[config.mk]
export PLATFORM = sky130hd
export DESIGN_NAME = prot_level_ctrl
export DESIGN_NICKNAME = d
export VERILOG_FILES = /design/src/rtl/prot_pkg.sv /design/src/rtl/prot_ctrl_fsm.sv /design/src/rtl/prot_level_dp.sv /design/src/rtl/prot_level_ctrl.sv
export SDC_FILE = /design/constraint.sdc
export NUM_CORES = 1
export LEC_CHECK = 0
export CAP_MARGIN = 10
export CORE_UTILIZATION = 39
export DETAILED_ROUTE_END_ITERATION = 10
export GPL_TIMING_DRIVEN = 1
export PLACE_DENSITY_LB_ADDON = 0.3
export SLEW_MARGIN = 20
export SYNTH_ARGS = -nofsm -noshare
export SYNTH_HDL_FRONTEND = slang
export SYNTH_HIERARCHICAL = 1
export SYNTH_SLANG_ARGS = --single-unit
[constraint.sdc]
create_clock -name clk -period 3.29 [get_ports clk]
set_clock_uncertainty 0.2 [all_clocks]
set_input_delay 0.8225 -clock clk [delete_from_list [all_inputs] [get_ports clk]]
set_output_delay 0.8225 -clock clk [all_outputs]
set_load 0.05 [all_outputs]
[src/rtl/prot_pkg.sv]
package prot_pkg;

  typedef enum logic [1:0] {
    LVL_OPEN   = 2'd0,
    LVL_PROT   = 2'd1,
    LVL_CLOSED = 2'd2
  } lvl_e;

  typedef enum logic [1:0] {
    DBG_FULL    = 2'd0,
    DBG_LIMITED = 2'd1,
    DBG_NONE    = 2'd2
  } dbg_e;

  typedef enum logic [1:0] {
    ST_LOAD  = 2'd0,
    ST_IDLE  = 2'd1,
    ST_ERASE = 2'd2
  } ctl_state_e;

  typedef struct packed {
    logic load;
    logic setLvl;
    lvl_e newLvl;
    logic grant;
    logic deny;
  } ctl_strobe_t;

  function automatic lvl_e clampLevel(input logic [1:0] raw);
    if (raw == 2'd0) return LVL_OPEN;
    if (raw == 2'd1) return LVL_PROT;
    return LVL_CLOSED;
  endfunction

endpackage

[src/rtl/prot_ctrl_fsm.sv]
module prot_ctrl_fsm
  import prot_pkg::*;
(
  input  logic        clk,
  input  logic        rstN,
  input  lvl_e        curLevel,
  input  logic        openLock,
  input  logic        closeLock,
  input  logic        openKeyOk,
  input  logic        closeKeyOk,
  input  logic        reqValid,
  input  logic [1:0]  reqLevel,
  input  logic        eraseDone,
  output ctl_strobe_t strobe,
  output logic        eraseReq
);

  ctl_state_e state, stateNext;
  lvl_e       target;
  logic       isRaise;
  logic       openAllowed;
  logic       closeAllowed;

  assign target       = clampLevel(reqLevel);
  assign isRaise      = (2'(target) >= 2'(curLevel));
  assign openAllowed  = !openLock || openKeyOk;
  assign closeAllowed = closeLock && closeKeyOk;

  always_comb begin
    stateNext     = state;
    strobe.load   = 1'b0;
    strobe.setLvl = 1'b0;
    strobe.newLvl = curLevel;
    strobe.grant  = 1'b0;
    strobe.deny   = 1'b0;
    unique case (state)
      ST_LOAD: begin
        strobe.load = 1'b1;
        stateNext   = ST_IDLE;
      end
      ST_IDLE: begin
        if (reqValid) begin
          if (isRaise) begin
            strobe.setLvl = 1'b1;
            strobe.newLvl = target;
            strobe.grant  = 1'b1;
          end else if (curLevel == LVL_PROT) begin
            if (openAllowed) stateNext = ST_ERASE;
            else             strobe.deny = 1'b1;
          end else if (curLevel == LVL_CLOSED && target == LVL_PROT) begin
            if (closeAllowed) begin
              strobe.setLvl = 1'b1;
              strobe.newLvl = LVL_PROT;
              strobe.grant  = 1'b1;
            end else begin
              strobe.deny = 1'b1;
            end
          end else begin
            strobe.deny = 1'b1;
          end
        end
      end
      ST_ERASE: begin
        if (eraseDone) begin
          strobe.setLvl = 1'b1;
          strobe.newLvl = LVL_OPEN;
          strobe.grant  = 1'b1;
          stateNext     = ST_IDLE;
        end
      end
      default: stateNext = ST_IDLE;
    endcase
  end

  always_ff @(posedge clk or negedge rstN) begin
    if (!rstN) state <= ST_LOAD;
    else       state <= stateNext;
  end

  assign eraseReq = (state == ST_ERASE);

  AST_OPEN_AFTER_ERASE: assert property (@(posedge clk) disable iff (!rstN)
    ($past(curLevel) == LVL_PROT && curLevel == LVL_OPEN) |-> ($past(state) == ST_ERASE && $past(eraseDone)));
  AST_ERASE_HOLDS_LEVEL: assert property (@(posedge clk) disable iff (!rstN)
    eraseReq |-> curLevel == LVL_PROT);
  AST_CLOSE_NEEDS_KEY: assert property (@(posedge clk) disable iff (!rstN)
    ($past(state) != ST_LOAD && $past(curLevel) == LVL_CLOSED && curLevel == LVL_PROT) |-> $past(closeLock && closeKeyOk));
  AST_NO_SKIP_DOWN: assert property (@(posedge clk) disable iff (!rstN)
    ($past(state) != ST_LOAD && $past(curLevel) == LVL_CLOSED) |-> curLevel != LVL_OPEN);

endmodule

[src/rtl/prot_level_dp.sv]
module prot_level_dp
  import prot_pkg::*;
#(
  parameter int CODE_W = 8,
  parameter logic [CODE_W-1:0] CODE_OPEN = 8'h5A,
  parameter logic [CODE_W-1:0] CODE_PROT = 8'hC3,
  parameter int BOOT_N = 3
) (
  input  logic              clk,
  input  logic              rstN,
  input  logic [CODE_W-1:0] storedCode,
  input  logic              closeLock,
  input  ctl_strobe_t       strobe,
  output lvl_e              level,
  output logic [1:0]        debugMode,
  output logic [BOOT_N-1:0] bootMask,
  output logic              optWritable,
  output logic              respValid,
  output logic              respGrant,
  output logic              denied
);

  localparam int FLASH_BIT = 0;

  lvl_e decoded;
  dbg_e dbgSel;

  always_comb begin
    if (storedCode == CODE_OPEN)      decoded = LVL_OPEN;
    else if (storedCode == CODE_PROT) decoded = LVL_PROT;
    else                              decoded = LVL_CLOSED;
  end

  always_ff @(posedge clk or negedge rstN) begin
    if (!rstN)              level <= LVL_CLOSED;
    else if (strobe.load)   level <= decoded;
    else if (strobe.setLvl) level <= strobe.newLvl;
  end

  always_ff @(posedge clk or negedge rstN) begin
    if (!rstN) begin
      respValid <= 1'b0;
      respGrant <= 1'b0;
      denied    <= 1'b0;
    end else begin
      respValid <= strobe.grant | strobe.deny;
      respGrant <= strobe.grant;
      if (strobe.deny)       denied <= 1'b1;
      else if (strobe.grant) denied <= 1'b0;
    end
  end

  always_comb begin
    unique case (level)
      LVL_OPEN: dbgSel = DBG_FULL;
      LVL_PROT: dbgSel = DBG_LIMITED;
      default:  dbgSel = DBG_NONE;
    endcase
  end
  assign debugMode = 2'(dbgSel);

  for (genvar b = 0; b < BOOT_N; b++) begin : g_boot
    if (b == FLASH_BIT) begin : g_flash
      assign bootMask[b] = 1'b1;
    end else begin : g_other
      assign bootMask[b] = (level != LVL_CLOSED);
    end
  end

  assign optWritable = (level != LVL_CLOSED) || closeLock;

  AST_DENY_KEEPS_LEVEL: assert property (@(posedge clk) disable iff (!rstN)
    (respValid && !respGrant) |-> $stable(level));
  AST_DENIED_ON_REFUSAL: assert property (@(posedge clk) disable iff (!rstN)
    (respValid && !respGrant) |-> denied);

endmodule

[src/rtl/prot_level_ctrl.sv]
module prot_level_ctrl
  import prot_pkg::*;
#(
  parameter int CODE_W = 8,
  parameter logic [CODE_W-1:0] CODE_OPEN = 8'h5A,
  parameter logic [CODE_W-1:0] CODE_PROT = 8'hC3,
  parameter int BOOT_N = 3
) (
  input  logic              clk,
  input  logic              rstN,
  input  logic [CODE_W-1:0] storedCode,
  input  logic              openLock,
  input  logic              closeLock,
  input  logic              openKeyOk,
  input  logic              closeKeyOk,
  input  logic              reqValid,
  input  logic [1:0]        reqLevel,
  input  logic              eraseDone,
  output logic [1:0]        curLevel,
  output logic [1:0]        debugMode,
  output logic [BOOT_N-1:0] bootMask,
  output logic              optWritable,
  output logic              eraseReq,
  output logic              respValid,
  output logic              respGrant,
  output logic              denied
);

  ctl_strobe_t strobe;
  lvl_e        level;

  prot_ctrl_fsm u_ctrl (
    .clk(clk), .rstN(rstN), .curLevel(level),
    .openLock(openLock), .closeLock(closeLock),
    .openKeyOk(openKeyOk), .closeKeyOk(closeKeyOk),
    .reqValid(reqValid), .reqLevel(reqLevel), .eraseDone(eraseDone),
    .strobe(strobe), .eraseReq(eraseReq)
  );

  prot_level_dp #(
    .CODE_W(CODE_W), .CODE_OPEN(CODE_OPEN), .CODE_PROT(CODE_PROT), .BOOT_N(BOOT_N)
  ) u_dp (
    .clk(clk), .rstN(rstN), .storedCode(storedCode), .closeLock(closeLock),
    .strobe(strobe), .level(level), .debugMode(debugMode), .bootMask(bootMask),
    .optWritable(optWritable), .respValid(respValid), .respGrant(respGrant),
    .denied(denied)
  );

  assign curLevel = 2'(level);

  AST_ERASE_NO_RESP: assert property (@(posedge clk) disable iff (!rstN)
    (eraseReq && $past(eraseReq)) |-> !respValid);

endmodule

==> results.sh, run 1 <==
export IMPL_p_int_uw=429
export IMPL_dp_hpwl_um=1190
export IMPL_finalSetupTns_ps=0
export IMPL_wl_um=1470
export IMPL_nFillCells=132
export IMPL_fin_crit_sh_pct=89.4
export IMPL_maxSlewHeadroom_pct=66.9
export IMPL_cts_tree="done"
export IMPL_synthesis_nets=87
export IMPL_ys_warn_count=6
export IMPL_post_route_min_period_ps=2940
export IMPL_cp_arrival_ps=2890
export IMPL_critical_path_class="in -> reg"
export IMPL_clockBufferDepth=2
export IMPL_synth_edff_count=0
export IMPL_leakage_uw=0.000413
export IMPL_grt_max_degree=10
export IMPL_p_clk_share_pct=9.3
export IMPL_final_common_cell="clkdlybuf4s50_1"
export IMPL_worst_slew_pin_slew_ps=495
export IMPL_status="finished clean"
export IMPL_setup_ws_ps=347
export IMPL_power_switching_uw=445
export IMPL_cts_htree_levels=1
export IMPL_die_y_um=41.7
export IMPL_end_kind="register"
export IMPL_via_per_inst=5.46
export IMPL_cap_violations=0
export IMPL_comb_power_share_pct=71.9
export IMPL_synth_top_area_cell="dfrtp_1"
export IMPL_p_sw_share_pct=50.9
export IMPL_synth_seq_cells=7
export IMPL_fmax_ghz=0.340
export IMPL_syn_area_per_cell_sq_um=9.62
export IMPL_ys_seq_area_share_pct=28.7
export IMPL_post_place_ws_ps=88.4
export IMPL_area_delta_synth_final_pct=49.4
export IMPL_antenna_found_initial=0
export IMPL_die_area_sq_um=1740
export IMPL_layout_common_cells="27 x clkdlybuf4s50_1, 6 x dfrtp_1, 5 x ha_1"
export IMPL_initialDrtViolationCount=5
export IMPL_fin_util_pct=66.5
export IMPL_clk_pin_slew_worst_paths_ps=50
export IMPL_finalHoldViolCount=0
export IMPL_drv_slew=0
export IMPL_clock_latency_ps=260
export IMPL_antennaDiodeCount=0
export IMPL_p_per_area_nw_per_um2=950
export IMPL_overflow=0
export IMPL_antenna_left=0
export IMPL_dr_pass1_iters=4
export IMPL_post_drt_wl_per_cell_um=13.6
export IMPL_syn_inst=64
export IMPL_cts_hold_buffers=0
export IMPL_cp_start_kind="primary input"
export IMPL_clockRootBuffer="clkbuf_4"
export IMPL_final_nets=117
export IMPL_synthTopCellsByArea="dfrtp_1 24%, ha_1 10%, a21o_1 4.9%, nand2b_4 4.5%, dfstp_2 4.3%"
export IMPL_grt_pass1_vias=615
export IMPL_start_util_pct=44.5
export IMPL_worstPathRequired_ps=3230
export IMPL_synth_top_cell_area_share_pct=24.4
export IMPL_gp_congestion=0.744
export IMPL_row_count=13
export IMPL_drc_errors=0
export IMPL_worstPathMaxFanout=4
export IMPL_clock_sinks=7
export IMPL_die_x_um=41.7
export IMPL_setup_viol=0
export IMPL_ys_flop_type="dfrtp_1"
export IMPL_synthArstFlopShare_pct=100
export IMPL_synth_area_sq_um=616
export IMPL_worstHoldPathType="reg -> reg"
export IMPL_drive_above_1_share_pct=16.1
export IMPL_ios=30
export IMPL_grt_pass1_wl_um=2430
export IMPL_core_area_sq_um=1380
export IMPL_cts_setup_buffers=0
export IMPL_track_usage_pct=18.3
export IMPL_ys_types=31
export IMPL_pwr_share_seq_pct=18.7
export IMPL_vias=590
export IMPL_cts_buffers=3
export IMPL_vdd_drop_max_mv=0.448
export IMPL_rsz0062_at_grt="false"
export IMPL_cts_resized=0
export IMPL_port_buffers=28
-- worst max-delay path: stages --
cell and delay (ps):
clkdlybuf4s50_1 450, nand2b_4 180, ha_1 270, nand2b_4 140, a21o_1 210, o21ai_0 190
a21boi_0 150, buf_4 170, or2_2 290
-- area by class of cell --
cell class / count / area [sq um] / area share, %
Clock buffer: 4 / 26.3 / 2.86
Sequential cell: 7 / 176 / 19.2
Multi-Input combinational cell: 49 / 398 / 43.3
Timing Repair Buffer: 29 / 285 / 31.0
Tap cell: 15 / 18.8 / 2.04
Inverter: 4 / 15.0 / 1.63
-- registers in the layout, indices dropped and copies added (netlist names) --
| register | count |
|---|---|
| u_dp/respGrant | 1 |
| u_dp/level | 2 |
| u_dp/respValid | 1 |
| u_ctrl/state | 2 |
| u_dp/denied | 1 |
-- cells in the mapped netlist, drive strengths merged, types with 2 or more instances --
master and count:
nand2b 6, nand2 3, o21ai 3, nand3 3
ha 5, dfrtp 6, nor2b 3, and4bb 3
or2 2, buf 3, a21o 4, inv 4
a21oi 3
-- logic make-up (layout without fill, tap and decap cells) --
family          Yosys count  in the layout  synth area share, %
simple gates             25             25                 31.7
compound gates           16             16                 18.7
buf+inv                   8             37                 6.71
flops                     7              7                 28.7
fa+ha+maj                 5              5                 10.2
mux                       2              2                 3.46
other cells               1              1                0.609
-- stage by stage --
| step | hold slack (ps) | cell area (sq um) | cells | total power (uW) |
|---|---|---|---|---|
| final | 284 | 920 | 108 | 874 |
| after global routing | 324 | 920 | 108 | 926 |
| after CTS | 289 | 920 | 108 | 880 |
| after detailed placement | 277 | 893 | 104 | 794 |
| after global placement | 267 | 893 | 104 | 777 |
| after floorplan | 278 | 616 | 64 | 623 |
-- power groups by stage --
stage | sequential [uW] | clock, uW | combinational (uW)
final | 164 | 81.7 | 628
after global routing | 171 | 91.2 | 663
after CTS | 165 | 84.2 | 630
after detailed placement | 167 | 0 | 628
after global placement | 164 | 0 | 613
after floorplan | 254 | 0 | 369
-- worst paths after layout --
path | from | endpoint | slack, ps | cells past startpoint
setup reg to reg | u_dp/level[1] | u_dp/level[1] | 920 | 7
max in group asynchronous | rstN | u_dp/level[1] | 1990 | 1
setup / recovery | reqLevel[1] | u_dp/respValid | 350 | 9
hold reg to reg | u_dp/denied | u_dp/denied | 280 | 1
min in group asynchronous | rstN | u_dp/denied | 620 | 1
hold / removal | u_dp/denied | u_dp/denied | 280 | 1
-- routing by layer --
metal	global-route usage, %	part of all wire (%)	vias up
met5	0	0	-
li1	-	-	284
met4	7.74	1.2	0
met3	5.22	6.4	3
met1	16.4	36	277
met2	36.9	56	26
(Power assumes the default switching activity.)
==> run 2, diff against run 1 <==
Settings changed: PLACE_DENSITY set to 0.83, PLACE_DENSITY_LB_ADDON 0.3 to unset.
==> run 2 against run 1 <==
  * Global-route usage fell by 2.6 points
  * Count of clock-buffer cells in the layout did not move
  * Critical path depth did not move
  * Final cell count did not move
  * First-iteration DRC count rose by 140%
  * Setup slack improved by 96 ps
  * Maximum frequency rose by 3.4%
  * Non-clock buffer count did not move
  * Register-to-register slack improved by 120 ps
  * Clock power fell by 6.0%
  * Cell area did not move
  * Wire length fell by 16%
  * Highest routed layer unchanged
==> results.sh, run 2 (synthesis results as in run 1) <==
export IMPL_crit_slowest_cell="clkdlybuf4s50_1"
export IMPL_drive_above_1_share_pct=16.1
export IMPL_overflow=0
export IMPL_ios=30
export IMPL_stdcell_count=108
export IMPL_status="finished clean"
export IMPL_worstPathRequired_ps=3270
export IMPL_vias=568
export IMPL_dp_hpwl_um=998
export IMPL_fin_util_pct=66.5
export IMPL_cp_cell_sequence="clkdlybuf4s50_1 > nand2b_4 > ha_1 > nand2b_4 > a21o_1 > o21ai_0 > a21boi_0 > mux2_2 > o21a_1"
export IMPL_clockRootBuffer="clkbuf_4"
export IMPL_r2r_end="u_dp/level[1]"
export IMPL_die_y_um=41.7
export IMPL_antennaDiodeCount=0
export IMPL_largest_registers="u_ctrl/state x2, u_dp/level x2"
export IMPL_crit_end="u_dp/level[1]"
export IMPL_setup_viol=0
export IMPL_finalSetupTns_ps=0
export IMPL_cp_startpoint="reqLevel[1]"
export IMPL_core_area_sq_um=1380
export IMPL_ff2ff_path_depth=7
export IMPL_cp_arrival_ps=2830
export IMPL_maxSlewHeadroom_pct=66.4
export IMPL_initialDrtViolationCount=12
export IMPL_worst_slew_pin_slew_ps=502
export IMPL_drc_errors=0
export IMPL_grt_pass1_wl_um=2130
export IMPL_port_buffers=28
export IMPL_antenna_found_initial=0
export IMPL_rsz0062_at_grt="false"
export IMPL_path_buf_inv=1
export IMPL_cp_start_kind="primary input"
export IMPL_row_count=13
export IMPL_crit_family="compound AO/OA/AOI/OAI gates"
export IMPL_critical_path_class="in -> reg"
export IMPL_place_area_sq_um=893
export IMPL_grt_max_degree=10
export IMPL_die_x_um=41.7
export IMPL_vdd_drop_max_mv=0.447
export IMPL_rr_startpoint="u_dp/level[1]"
export IMPL_dr_pass1_iters=4
export IMPL_leakage_uw=0.000413
export IMPL_cts_htree_levels=1
export IMPL_worstHoldPathType="reg -> reg"
export IMPL_antenna_left=0
export IMPL_post_drt_wl_per_cell_um=11.5
export IMPL_clockBufferDepth=2
export IMPL_final_common_cell="clkdlybuf4s50_1"
export IMPL_finalHoldViolCount=0
export IMPL_cts_hold_buffers=0
export IMPL_min_from="u_dp/denied"
export IMPL_rrSetupSlack_ps=1040
export IMPL_final_nets=117
export IMPL_design_area_sq_um=920
export IMPL_fin_crit_sh_pct=86.5
export IMPL_clock_latency_ps=250
export IMPL_track_usage_pct=15.7
export IMPL_wl_um=1240
export IMPL_fmax_ghz=0.351
export IMPL_worstPathMaxFanout=3
export IMPL_crit_top_cell="nand2b_4"
export IMPL_die_area_sq_um=1740
export IMPL_gp_congestion=0.821
export IMPL_placed_cells=104
export IMPL_cp_num_cells=9
export IMPL_p_per_area_nw_per_um2=932
export IMPL_layout_common_cells="27 x clkdlybuf4s50_1, 6 x dfrtp_1, 5 x ha_1"
export IMPL_cts_tree="done"
export IMPL_via_per_inst=5.26
export IMPL_post_route_min_period_ps=2850
export IMPL_start_util_pct=44.5
export IMPL_area_delta_synth_final_pct=49.4
export IMPL_cpPeakStageDelay_ps=450
export IMPL_cts_setup_buffers=0
export IMPL_clock_sinks=7
export IMPL_cts_buffers=3
export IMPL_end_kind="register"
export IMPL_drv_slew=0
export IMPL_grt_pass1_vias=550
export IMPL_cts_resized=0
export IMPL_clk_pin_slew_worst_paths_ps=50
export IMPL_cap_violations=0
==> run 2: how the worst min path moves through the flow <==
stage / endpoint / slack [ps] / depth (start not counted)
finish: u_dp/denied / 290 / 1
global route: u_dp/denied / 300 / 1
CTS: u_dp/denied / 290 / 1
detailed placement: u_dp/denied / 280 / 1
global placement: u_dp/denied / 270 / 1
floorplan: u_ctrl/state[0] / 280 / 1
==> run 2: worst register-to-register path: cells and delay by family (launching register included) <==
kind | cells | cell delay (ps)
AOI/OAI and AO/OA | 4 | 620
DFF | 1 | 580
muxes | 1 | 370
adders and majority gates | 1 | 300
buffers and inverters | 1 | 110
==> run 2: cell type report <==
type,count,area [sq um]
Clock buffer,4,26.3
Inverter,4,15.0
Multi-Input combinational cell,49,398
Sequential cell,7,176
Tap cell,15,18.8
Fill cell,119,463
Timing Repair Buffer,29,285
==> run 2: metal layers <==
layer | global-route usage, % | vias up | routed length [um]
li1 | - | 284 | -
met1 | 17.2 | 253 | 529
met2 | 27.2 | 29 | 614
met3 | 3.48 | 2 | 89
met4 | 9.68 | 0 | 4
met5 | 0 | - | 0
==> run 2: metrics by stage <==
| step | setup WS [ps] | hold slack [ps] | power [uW] |
|---|---|---|---|
| 6_report | 443 | 288 | 857 |
| 5_1_grt | 307 | 301 | 915 |
| 4_1_cts | 426 | 289 | 863 |
| 3_5_place_dp | 165 | 278 | 781 |
| 3_3_place_gp | 199 | 267 | 774 |
| 2_1_floorplan | 554 | 278 | 623 |
==> run 2: report_power, final <==
| part | internal (uW) | leakage [uW] | total, uW | switching (uW) |
|---|---|---|---|---|
| Sequential | 128 | 0.0000839 | 162 | 33.8 |
| Combinational | 253 | 0.000314 | 618 | 365 |
| Clock | 46.2 | 0.0000150 | 76.8 | 30.6 |
==> run 3, diff against run 2 <==
Settings changed: CORE_MARGIN set to 2.
Clock period 3.29 ns to 2.85 ns, I/O delays scaled along.
==> run 3 against run 2 <==
  * Combinational power rose by 17%
  * Count of clock-buffer cells in the layout did not move
  * Largest power group unchanged
  * Final cell count rose by 3.7%
==> results.sh, run 3 (synthesis results as in run 1) <==
export IMPL_layout_common_cells="27 x clkdlybuf4s50_1, 6 x dfrtp_1, 5 x buf_4, 5 x ha_1"
export IMPL_cpPeakStageDelay_ps=810
export IMPL_row_count=14
export IMPL_cts_hold_buffers=0
export IMPL_worstHoldEndpoint="u_dp/denied"
export IMPL_grt_max_degree=10
export IMPL_drive_above_1_share_pct=18.8
export IMPL_die_x_um=43.7
export IMPL_antenna_left=0
export IMPL_port_buffers=28
export IMPL_post_route_min_period_ps=2690
export IMPL_vias=578
export IMPL_clockRootBuffer="clkbuf_4"
export IMPL_use_met3_pct=3.75
export IMPL_die_y_um=43.7
export IMPL_busiest_layer="met2"
export IMPL_clock_sinks=7
export IMPL_min_from="u_dp/denied"
export IMPL_cts_buffers=3
export IMPL_clockBufferDepth=2
export IMPL_start_util_pct=41.3
export IMPL_clock_latency_ps=250
export IMPL_r2r_end="u_dp/level[1]"
export IMPL_post_drt_wl_per_cell_um=11.6
export IMPL_cap_violations=0
export IMPL_clk_pin_slew_worst_paths_ps=50
export IMPL_rrSetupSlack_ps=600
export IMPL_rr_startpoint="u_dp/level[1]"
export IMPL_dr_pass1_iters=3
export IMPL_setup_ws_ps=162
export IMPL_end_kind="output pin"
export IMPL_status="finished clean"
export IMPL_ios=30
export IMPL_die_area_sq_um=1910
export IMPL_fin_crit_sh_pct=94.3
export IMPL_worstPathRequired_ps=1940
export IMPL_wl_um=1300
export IMPL_drc_errors=0
export IMPL_grtUsageMet1_pct=19.0
export IMPL_nFillCells=116
export IMPL_post_place_ws_ps=-93.3
export IMPL_setup_viol=0
export IMPL_path_buf_inv=1
export IMPL_cts_tree="done"
export IMPL_via_per_inst=5.16
export IMPL_whs_path_depth=1
export IMPL_overflow=0
export IMPL_maxSlewHeadroom_pct=66.5
export IMPL_track_usage_pct=16.3
export IMPL_ff2ff_path_depth=7
export IMPL_antennaDiodeCount=0
export IMPL_largest_registers="u_ctrl/state x2, u_dp/level x2"
export IMPL_vdd_drop_max_mv=0.542
export IMPL_finalHoldViolCount=0
export IMPL_leakage_uw=0.000427
export IMPL_drv_slew=0
export IMPL_cp_arrival_ps=1780
export IMPL_cts_resized=0
export IMPL_crit_slowest_cell="clkdlybuf4s50_1"
export IMPL_area_delta_synth_final_pct=53.3
export IMPL_finalPower_uw=1000
export IMPL_cp_start_kind="register"
export IMPL_antenna_found_initial=0
export IMPL_gp_congestion=0.785
export IMPL_critical_path_class="reg -> out"
export IMPL_fmax_ghz=0.372
export IMPL_core_area_sq_um=1490
export IMPL_final_nets=120
export IMPL_cp_cell_sequence="nand2b_1 > clkdlybuf4s50_1"
export IMPL_grt_pass1_wl_um=2320
export IMPL_final_common_cell="clkdlybuf4s50_1"
export IMPL_dp_hpwl_um=1100
export IMPL_grt_pass1_vias=559
export IMPL_use_met2_pct=28.2
export IMPL_p_per_area_nw_per_um2=1060
export IMPL_worst_slew_pin_slew_ps=501
export IMPL_cts_setup_buffers=0
export IMPL_initialDrtViolationCount=4
export IMPL_rsz0062_at_grt="false"
export IMPL_hold_ws_ps=285
export IMPL_worstPathMaxFanout=9
export IMPL_cp_num_cells=2
export IMPL_crit_family="buffers and inverters"
export IMPL_cts_htree_levels=1
export IMPL_worstHoldPathType="reg -> reg"
-- run 3: cell count changes in the layout (fill, tap and decap cells not counted), sizes merged --
cell,change
buf,+3
-- run 3: worst max-delay path by stage --
stage	start	to	slack, ps
final	u_dp/level[0]	bootMask[2]	160
after floorplan	reqLevel[1]	u_dp/level[1]	220
after global placement	reqLevel[1]	u_dp/level[1]	-60
after global routing	reqLevel[1]	u_dp/level[0]	60
after CTS	u_dp/level[0]	bootMask[2]	140
after detailed placement	reqLevel[1]	u_dp/level[1]	-90
-- run 3: power by group --
part	total (uW)	internal, uW	switching, uW
Clock	88.9	53.4	35.5
Sequential	187	148	38.9
Combinational	725	304	421
-- run 3: worst register-to-register path, delay by kind of cell, from the launching register on --
| kind | cells | cell delay (ps) |
|---|---|---|
| flip-flops | 1 | 580 |
| AO/OA/AOI/OAI | 4 | 630 |
| adder cells (fa/ha/maj) | 1 | 300 |
| buffers and inverters | 1 | 100 |
| multiplexers | 1 | 360 |
-- run 3: metal layers --
metal / routed length [um] / vias up
met2: 727 / 19
met4: 0 / 0
met1: 504 / 268
met3: 72 / 0
li1: - / 291
met5: 0 / -
-- run 3: layout make-up --
class	count	area, sq um	share of cell area (%)
flip-flops and latches	7	176	18.7
inverters	4	15.0	1.59
clock buffers	4	26.3	2.79
multi-input cells	49	398	42.2
repair buffers	32	308	32.6
well taps	16	20.0	2.12
-- run 3: metrics by stage --
step / cells / TNS [ps] / cell area (sq um) / util (%)
global route: 112 / 0 / 943 / 63.4
detailed placement: 108 / -225 / 917 / 61.6
finish: 112 / 0 / 943 / 63.4
global placement: 108 / -148 / 917 / 61.6
CTS: 112 / 0 / 943 / 63.4
floorplan: 64 / 0 / 616 / -
